$ cat config.mk
export PLATFORM = sky130hd
export DESIGN_NAME = vliw_slot_alloc
export DESIGN_NICKNAME = d
export VERILOG_FILES = /design/src/rtl/vsa_pkg.sv /design/src/rtl/vsa_int_alloc.sv /design/src/rtl/vsa_br_alloc.sv /design/src/rtl/vsa_div_tracker.sv /design/src/rtl/vliw_slot_alloc.sv
export SDC_FILE = /design/constraint.sdc
export NUM_CORES = 1
export LEC_CHECK = 0
export BUFFER_PORTS_ARGS = -buffer_cell sky130_fd_sc_hd__buf_2
export CAP_MARGIN = 20
export CORE_ASPECT_RATIO = 0.5
export CORE_UTILIZATION = 43
export DETAILED_ROUTE_END_ITERATION = 8
export PLACE_DENSITY_LB_ADDON = 0.08
export SKIP_CTS_REPAIR_TIMING = 1
export SYNTH_ARGS = -nofsm -noshare
export SYNTH_HDL_FRONTEND = slang
export SYNTH_SLANG_ARGS = --single-unit
$ cat constraint.sdc
create_clock -name clk_i -period 7.45 [get_ports clk_i]
set_input_delay 0.745 -clock clk_i [delete_from_list [all_inputs] [get_ports clk_i]]
set_output_delay 0.745 -clock clk_i [all_outputs]
set_load 0.005 [all_outputs]
$ cat src/rtl/vsa_pkg.sv
package vsa_pkg;
  localparam int CLS_W  = 4;
  localparam int SLOT_W = 3;
  localparam logic [SLOT_W-1:0] SLOT_NONE = 3'd7;

  typedef enum logic [CLS_W-1:0] {
    OP_INT    = 4'd0,
    OP_MUL    = 4'd1,
    OP_DIV    = 4'd2,
    OP_LOAD   = 4'd3,
    OP_STORE  = 4'd4,
    OP_XFER   = 4'd5,
    OP_JLINK  = 4'd6,
    OP_BRANCH = 4'd7,
    OP_CCR    = 4'd8,
    OP_CALL   = 4'd9
  } op_class_e;

  localparam logic [CLS_W-1:0] LAST_CLASS = OP_CALL;

  function automatic logic is_int_class(input logic [CLS_W-1:0] c);
    return c <= OP_JLINK;
  endfunction

  function automatic logic is_br_class(input logic [CLS_W-1:0] c);
    return (c >= OP_BRANCH) && (c <= OP_CALL);
  endfunction
endpackage

$ cat src/rtl/vsa_int_alloc.sv
module vsa_int_alloc
  import vsa_pkg::*;
#(
  parameter int N_OPS   = 6,
  parameter int N_ISLOT = 4
) (
  input  logic [N_OPS-1:0]        op_valid_i,
  input  logic [N_OPS*CLS_W-1:0]  op_class_i,
  output logic [N_OPS*SLOT_W-1:0] code_o,
  output logic                    ok_o
);
  localparam int N_TIER = 4;

  // Round in which a class is placed: most constrained first.
  function automatic int tier_of(input logic [CLS_W-1:0] c);
    case (c)
      OP_XFER, OP_JLINK:        return 0;
      OP_STORE:                 return 1;
      OP_MUL, OP_DIV, OP_LOAD:  return 2;
      default:                  return 3;
    endcase
  endfunction

  function automatic logic [N_ISLOT-1:0] base_mask(input logic [CLS_W-1:0] c);
    logic [N_ISLOT-1:0] m;
    m = '0;
    case (c)
      OP_XFER, OP_JLINK:       m[0] = 1'b1;
      OP_MUL, OP_DIV, OP_LOAD: begin m[0] = 1'b1; m[1] = 1'b1; end
      OP_INT:                  m = '1;
      default:                 m = '0;
    endcase
    return m;
  endfunction

  always_comb begin
    logic [N_ISLOT-1:0] free;
    logic [N_ISLOT-1:0] cand;
    logic [CLS_W-1:0]   c;
    logic               st_in_i0;
    logic               has_ld;
    logic               has_st;
    logic               placed;
    free     = '1;
    cand     = '0;
    c        = '0;
    st_in_i0 = 1'b0;
    has_ld   = 1'b0;
    has_st   = 1'b0;
    placed   = 1'b0;
    ok_o     = 1'b1;
    code_o   = {N_OPS{SLOT_NONE}};
    for (int t = 0; t < N_TIER; t++) begin
      for (int i = 0; i < N_OPS; i++) begin
        c = op_class_i[i*CLS_W +: CLS_W];
        if (op_valid_i[i] && is_int_class(c) && tier_of(c) == t) begin
          if (c == OP_STORE) begin
            cand    = '0;
            cand[0] = free[0];
            cand[1] = free[1] & st_in_i0;
            has_st  = 1'b1;
          end else begin
            cand = base_mask(c) & free;
          end
          if (c == OP_LOAD) has_ld = 1'b1;
          placed = 1'b0;
          for (int j = 0; j < N_ISLOT; j++) begin
            if (!placed && cand[j]) begin
              placed  = 1'b1;
              free[j] = 1'b0;
              code_o[i*SLOT_W +: SLOT_W] = SLOT_W'(j);
              if (c == OP_STORE && j == 0) st_in_i0 = 1'b1;
            end
          end
          if (!placed) ok_o = 1'b0;
        end
      end
    end
    if (has_ld && has_st) ok_o = 1'b0;
  end
endmodule

$ cat src/rtl/vsa_br_alloc.sv
module vsa_br_alloc
  import vsa_pkg::*;
#(
  parameter int N_OPS   = 6,
  parameter int N_BSLOT = 2,
  parameter int B_BASE  = 4
) (
  input  logic [N_OPS-1:0]        op_valid_i,
  input  logic [N_OPS*CLS_W-1:0]  op_class_i,
  output logic [N_OPS*SLOT_W-1:0] code_o,
  output logic                    ok_o
);
  always_comb begin
    logic [N_BSLOT-1:0] free;
    logic [N_BSLOT-1:0] cand;
    logic [CLS_W-1:0]   c;
    logic               placed;
    free   = '1;
    cand   = '0;
    c      = '0;
    placed = 1'b0;
    ok_o   = 1'b1;
    code_o = {N_OPS{SLOT_NONE}};
    // Round 0: calls (first branch slot only); round 1: branches and CCR ops.
    for (int t = 0; t < 2; t++) begin
      for (int i = 0; i < N_OPS; i++) begin
        c = op_class_i[i*CLS_W +: CLS_W];
        if (op_valid_i[i] && is_br_class(c) && ((c == OP_CALL) == (t == 0))) begin
          if (c == OP_CALL) begin
            cand    = '0;
            cand[0] = free[0];
          end else begin
            cand = free;
          end
          placed = 1'b0;
          for (int j = 0; j < N_BSLOT; j++) begin
            if (!placed && cand[j]) begin
              placed  = 1'b1;
              free[j] = 1'b0;
              code_o[i*SLOT_W +: SLOT_W] = SLOT_W'(B_BASE + j);
            end
          end
          if (!placed) ok_o = 1'b0;
        end
      end
    end
  end
endmodule

$ cat src/rtl/vsa_div_tracker.sv
module vsa_div_tracker #(
  parameter int N_DIV    = 2,
  parameter int DIV_HOLD = 18,
  parameter int CNT_W    = 3
) (
  input  logic             clk_i,
  input  logic             rst_i,
  input  logic             claim_i,
  input  logic [CNT_W-1:0] claim_cnt_i,
  output logic [CNT_W-1:0] free_cnt_o
);
  localparam int CW = $clog2(DIV_HOLD + 1);

  logic [CW-1:0]    cnt   [N_DIV];
  logic [N_DIV-1:0] grant;

  always_comb begin
    logic [CNT_W-1:0] remaining;
    remaining  = claim_cnt_i;
    grant      = '0;
    free_cnt_o = '0;
    for (int d = 0; d < N_DIV; d++) begin
      if (cnt[d] == '0) begin
        free_cnt_o = free_cnt_o + 1'b1;
        if (claim_i && remaining != '0) begin
          grant[d]  = 1'b1;
          remaining = remaining - 1'b1;
        end
      end
    end
  end

  for (genvar g = 0; g < N_DIV; g++) begin : g_div
    always_ff @(posedge clk_i) begin
      if (rst_i)              cnt[g] <= '0;
      else if (grant[g])      cnt[g] <= CW'(DIV_HOLD);
      else if (cnt[g] != '0)  cnt[g] <= cnt[g] - 1'b1;
    end

    AST_DIV_LOAD: assert property (@(posedge clk_i) disable iff (rst_i)
      grant[g] |=> cnt[g] == CW'(DIV_HOLD));
    AST_DIV_COUNTDOWN: assert property (@(posedge clk_i) disable iff (rst_i)
      (cnt[g] != '0 && !grant[g]) |=> cnt[g] == $past(cnt[g]) - CW'(1));
    AST_DIV_RANGE: assert property (@(posedge clk_i) disable iff (rst_i)
      cnt[g] <= CW'(DIV_HOLD));
  end

  AST_NO_OVERBOOK: assert property (@(posedge clk_i) disable iff (rst_i)
    claim_i |-> $countones(grant) == int'(claim_cnt_i));
endmodule

$ cat src/rtl/vliw_slot_alloc.sv
module vliw_slot_alloc
  import vsa_pkg::*;
#(
  parameter int N_OPS    = 6,
  parameter int N_ISLOT  = 4,
  parameter int N_BSLOT  = 2,
  parameter int N_DIV    = 2,
  parameter int DIV_HOLD = 18
) (
  input  logic                    clk_i,
  input  logic                    rst_i,
  input  logic                    pkt_valid_i,
  output logic                    pkt_ready_o,
  input  logic [N_OPS-1:0]        op_valid_i,
  input  logic [N_OPS*CLS_W-1:0]  op_class_i,
  output logic                    pkt_legal_o,
  output logic [N_OPS*SLOT_W-1:0] slot_o
);
  localparam int CNT_W   = $clog2(N_OPS + 1);
  localparam int N_SLOTS = N_ISLOT + N_BSLOT;

  logic [N_OPS*SLOT_W-1:0] int_code, br_code;
  logic                    int_ok, br_ok, bad_cls;
  logic [CNT_W-1:0]        ndiv, free_cnt;
  logic                    claim;

  vsa_int_alloc #(.N_OPS(N_OPS), .N_ISLOT(N_ISLOT)) u_int (
    .op_valid_i(op_valid_i), .op_class_i(op_class_i),
    .code_o(int_code), .ok_o(int_ok));

  vsa_br_alloc #(.N_OPS(N_OPS), .N_BSLOT(N_BSLOT), .B_BASE(N_ISLOT)) u_br (
    .op_valid_i(op_valid_i), .op_class_i(op_class_i),
    .code_o(br_code), .ok_o(br_ok));

  always_comb begin
    logic [CLS_W-1:0] c;
    c       = '0;
    bad_cls = 1'b0;
    ndiv    = '0;
    for (int i = 0; i < N_OPS; i++) begin
      c = op_class_i[i*CLS_W +: CLS_W];
      if (op_valid_i[i] && c > LAST_CLASS) bad_cls = 1'b1;
      if (op_valid_i[i] && c == OP_DIV)    ndiv = ndiv + 1'b1;
    end
  end

  assign pkt_legal_o = int_ok && br_ok && !bad_cls;

  for (genvar i = 0; i < N_OPS; i++) begin : g_merge
    assign slot_o[i*SLOT_W +: SLOT_W] =
      !pkt_legal_o                               ? SLOT_NONE :
      (int_code[i*SLOT_W +: SLOT_W] != SLOT_NONE) ? int_code[i*SLOT_W +: SLOT_W] :
                                                    br_code[i*SLOT_W +: SLOT_W];
  end

  assign pkt_ready_o = !(pkt_legal_o && (ndiv > free_cnt));
  assign claim       = pkt_valid_i && pkt_ready_o && pkt_legal_o && (ndiv != '0);

  vsa_div_tracker #(.N_DIV(N_DIV), .DIV_HOLD(DIV_HOLD), .CNT_W(CNT_W)) u_div (
    .clk_i(clk_i), .rst_i(rst_i), .claim_i(claim),
    .claim_cnt_i(ndiv), .free_cnt_o(free_cnt));

  // Observation of the output fields for the checks below.
  logic any_ld, any_st, st_i0, st_i1, call_off_b0;
  always_comb begin
    logic [CLS_W-1:0]  c;
    logic [SLOT_W-1:0] s;
    c = '0; s = '0;
    any_ld = 1'b0; any_st = 1'b0; st_i0 = 1'b0; st_i1 = 1'b0; call_off_b0 = 1'b0;
    for (int i = 0; i < N_OPS; i++) begin
      c = op_class_i[i*CLS_W +: CLS_W];
      s = slot_o[i*SLOT_W +: SLOT_W];
      if (op_valid_i[i] && c == OP_LOAD)  any_ld = 1'b1;
      if (op_valid_i[i] && c == OP_STORE) begin
        any_st = 1'b1;
        if (s == SLOT_W'(0)) st_i0 = 1'b1;
        if (s == SLOT_W'(1)) st_i1 = 1'b1;
      end
      if (op_valid_i[i] && c == OP_CALL && s != SLOT_W'(N_ISLOT)) call_off_b0 = 1'b1;
    end
  end

  for (genvar s = 0; s < N_SLOTS; s++) begin : g_uniq
    logic [N_OPS-1:0] hit;
    always_comb begin
      for (int i = 0; i < N_OPS; i++)
        hit[i] = slot_o[i*SLOT_W +: SLOT_W] == SLOT_W'(s);
    end
    AST_SLOT_UNIQUE: assert property (@(posedge clk_i) disable iff (rst_i)
      $onehot0(hit));
  end

  AST_STORE_PAIR: assert property (@(posedge clk_i) disable iff (rst_i)
    st_i1 |-> st_i0);
  AST_LDST_EXCL: assert property (@(posedge clk_i) disable iff (rst_i)
    pkt_legal_o |-> !(any_ld && any_st));
  AST_CALL_B0: assert property (@(posedge clk_i) disable iff (rst_i)
    pkt_legal_o |-> !call_off_b0);
endmodule

==> key figures <==
Synthesis
  • Async set-reset flop share out of synthesis: 0
  • Flops & latches, synth: 10
  • Cell Area, Synth: 3790 um^2
  • Synthesized Nets: 622
  • Synth Flop Type: edfxtp_1
  • Mean post-synth cell area: 6.580 um^2
  • Count of flip-flops with a built-in enable after synthesis: 10
  • Syn Inst Count: 576
  • Warnings, synthesis: 0
  • Yosys cell types: 78
  • Sequential area share after synthesis: 0.07923

Critical path
  • Crit path kind: in -> out
  • Cell mode on critical path: buf_2
  • Setup crit start kind: input pin
  • Crit path max fanout: 22
  • R2R Path End: u_div.cnt[1][2]
  • CP endpoint kind: primary output
  • Worst R2R Start: u_div.cnt[1][0]
  • CP cell instances: buf_2 -> and3b_1 -> a22oi_1 -> nand4_2 -> o41ai_4 -> o221ai_2 -> nor3b_4 -> a21o_1 -> maj3_1 -> a21oi_1 -> o21ai_2 -> and2_4 -> o41ai_1 -> buf_2
  • CP max-delay cell: o41ai_4
  • Crit path largest cell delay: 0.61 ns
  • Critical path required time: 6.70 ns
  • Reg2Reg Setup Slack: 3.65 ns
  • R2R cell count: 14
  • CP arrival: 5.09 ns

Hold path
  • Hold Path End: u_div.cnt[1][0]
  • Hold WC Path Type: reg -> reg
  • Worst Hold Depth: 1
  • Hold Path Origin: u_div.cnt[1][0]

Final layout
  • Inserted Diodes: 0
  • Most common cell after layout, fill and taps aside: nand2_1
  • Synthesis-to-layout area growth: 8.518%
  • Most flops, register: u_div.cnt
  • Top flop regs: u_div.cnt x10
  • Final #Nets: 645
  • Fillers: 863
  • Share of post-route cells with drive strength above 1: 0.1424
  • Max reg flops: 10
  • Commonest cells after routing, fill and taps aside: nand2_1 (78), nor2_1 (52), buf_2 (52), a21oi_1 (35)
  • Post-route insts no fill: 709
  • Seq. cell area: 300.3 um^2
  • Multi-input logic area: 3254 um^2

Placed design
  • Port buffer count: 52
  • DP Cell Count: 706
  • Final GP Congestion: 0.9913
  • HPWL after detailed placement: 11.84 mm

STA
  • Final setup fails: 0
  • Min Tclk post-route: 5.836 ns
  • Crit share post-route: 0.7834
  • Clock Skews: 0.003016 ns
  • Final hold vios: 0
  • Max Slew Vio Count: 0
  • Slew margin rel.: 0.2616
  • RSZ-0062 raised after global routing: no
  • Slew at the pin with the worst max-slew slack: 1.093 ns
  • TNS Setup: 0 ns
  • Fmax: 171.3 MHz

Detailed routing
  • Drt first-iter violations: 638
  • DR pass1 iterations: 7
  • Drt total wl: 14.49 mm
  • Antenna Nets Post-Route: 0
  • Vias/cell: 6.749
  • Routed WL per cell: 20.44 um
  • Vias: 4785
  • Remaining DRCs: 0

Clocking
  • CTS max path bufs: 2
  • Htree depth: 1
  • Root Buffer: clkbuf_16
  • CTS Buf Count: 3
  • CTS tree: built
  • Clock sinks: 10
  • Worst-skew pair later-pin latency: 0.24 ns
  • Clock-pin slew on the worst setup and hold paths: 0.04 ns

Die
  • IO Pins: 53
  • Core area: 8259 um^2
  • Initial core utilization: 0.4589
  • Die Y: 68.39 um
  • DIE AREA: 9216 um^2
  • FP Rows: 23
  • Die Width: 134.8 um

GRT
  • Largest net degree at the start of global routing: 23
  • Initial antenna violation count: 0
  • First-pass GRT wire length: 22.00 mm
  • Overall Global Routing Usage: 0.3139
  • GRT Residual Overflow: 0
  • Number of global-route vias before repair: 3952

Flow run
  • Max Cap Viol: 0

Power
  • Peak supply drop: 0.1571 mV
  • Pwr dens: 136.8 nW/um^2
  • P_leak: 1.537 nW

Status
  • Status: completed
==> metal layers <==
layer	routed length [um]	up-vias	GRT usage	share of wire
met3	1739	30	0.06815	0.12
met5	0	-	0	0
met1	6864	2227	0.4521	0.47
met4	192	0	0.06180	0.013
li1	-	2251	-	-
met2	5692	277	0.4762	0.39
==> area by class of cell <==
| cell class | count | share of cell area |
|---|---|---|
| clock buffer | 3 | 0.01825 |
| inverter | 16 | 0.01460 |
| multi-input combinational | 513 | 0.7913 |
| sequential | 10 | 0.07301 |
| tap | 112 | 0.03407 |
| timing repair buffer | 55 | 0.06876 |
==> synthesized netlist by cell type, types with 6 or more instances <==
| library cell | n | area share |
|---|---|---|
| a22oi_1 | 11 | 0.022 |
| o21ai_1 | 11 | 0.015 |
| xnor2_1 | 10 | 0.023 |
| o21ai_0 | 23 | 0.030 |
| xor2_1 | 8 | 0.018 |
| clkbuf_1 | 25 | 0.025 |
| o211ai_1 | 8 | 0.016 |
| buf_2 | 7 | 0.0092 |
| o31ai_1 | 7 | 0.014 |
| nand2_1 | 78 | 0.077 |
| nor3b_1 | 14 | 0.028 |
| nor3_1 | 23 | 0.030 |
| ha_1 | 13 | 0.043 |
| and2_1 | 17 | 0.028 |
| inv_1 | 16 | 0.016 |
| nand3b_1 | 7 | 0.014 |
| and3b_1 | 6 | 0.014 |
| nand3_1 | 21 | 0.028 |
| a211oi_1 | 8 | 0.016 |
| maj3_1 | 6 | 0.016 |
| nand4_1 | 15 | 0.025 |
| nor2b_1 | 12 | 0.020 |
| o2111ai_1 | 6 | 0.014 |
| a21oi_1 | 35 | 0.046 |
| nor2_1 | 52 | 0.052 |
| nor4_1 | 6 | 0.0099 |
| and3_1 | 11 | 0.018 |
| or2_2 | 7 | 0.012 |
| a31oi_1 | 13 | 0.021 |
| edfxtp_1 | 10 | 0.079 |
| a32oi_1 | 6 | 0.014 |
==> power breakdown <==
group          switching, mW  internal, mW
registers             0.0158        0.0987
logic                  0.222         0.134
clock network         0.0228        0.0694
total                  0.260         0.302
==> worst max-delay path: cells and delay by family <==
family | cells | cell delay, ns
fa+ha+maj | 1 | 0.30
compound gates | 7 | 2.15
simple gates | 4 | 1.58
buf+inv | 2 | 0.30
==> how the worst max path moves through the flow <==
stage	from	end	slack, ns
4_1_cts	op_class_i[2]	u_div.cnt[1][2]	1.78
5_1_grt	op_class_i[2]	u_div.cnt[1][2]	1.36
6_report	op_class_i[3]	slot_o[6]	1.61
2_1_floorplan	op_class_i[2]	u_div.cnt[1][0]	2.04
3_3_place_gp	op_class_i[2]	u_div.cnt[1][2]	1.67
3_5_place_dp	op_class_i[2]	u_div.cnt[1][2]	1.57
==> per-stage QoR <==
stage	setup WS (ns)	util	area (um^2)	hold slack, ns	power (mW)
floorplan	2.040	-	3790	0.5665	0.3786
global placement	1.666	0.4889	4038	0.5994	0.4631
detailed placement	1.570	0.4889	4038	0.6091	0.4631
CTS	1.775	0.4980	4113	0.6141	0.5575
global route	1.362	0.4980	4113	0.6351	0.6061
finish	1.614	0.4980	4113	0.6060	0.5624
==> cells by family after synthesis <==
| group | share of synthesized area |
|---|---|
| xor gates and xnor gates | 0.04160 |
| DFF | 0.07923 |
| adders and majority gates | 0.05877 |
| and+or+nand+nor | 0.4206 |
| buffers and inverters | 0.06206 |
| muxes | 0.008913 |
| AOI/OAI and AO/OA | 0.3288 |
Power figures use the tool's default switching activity.
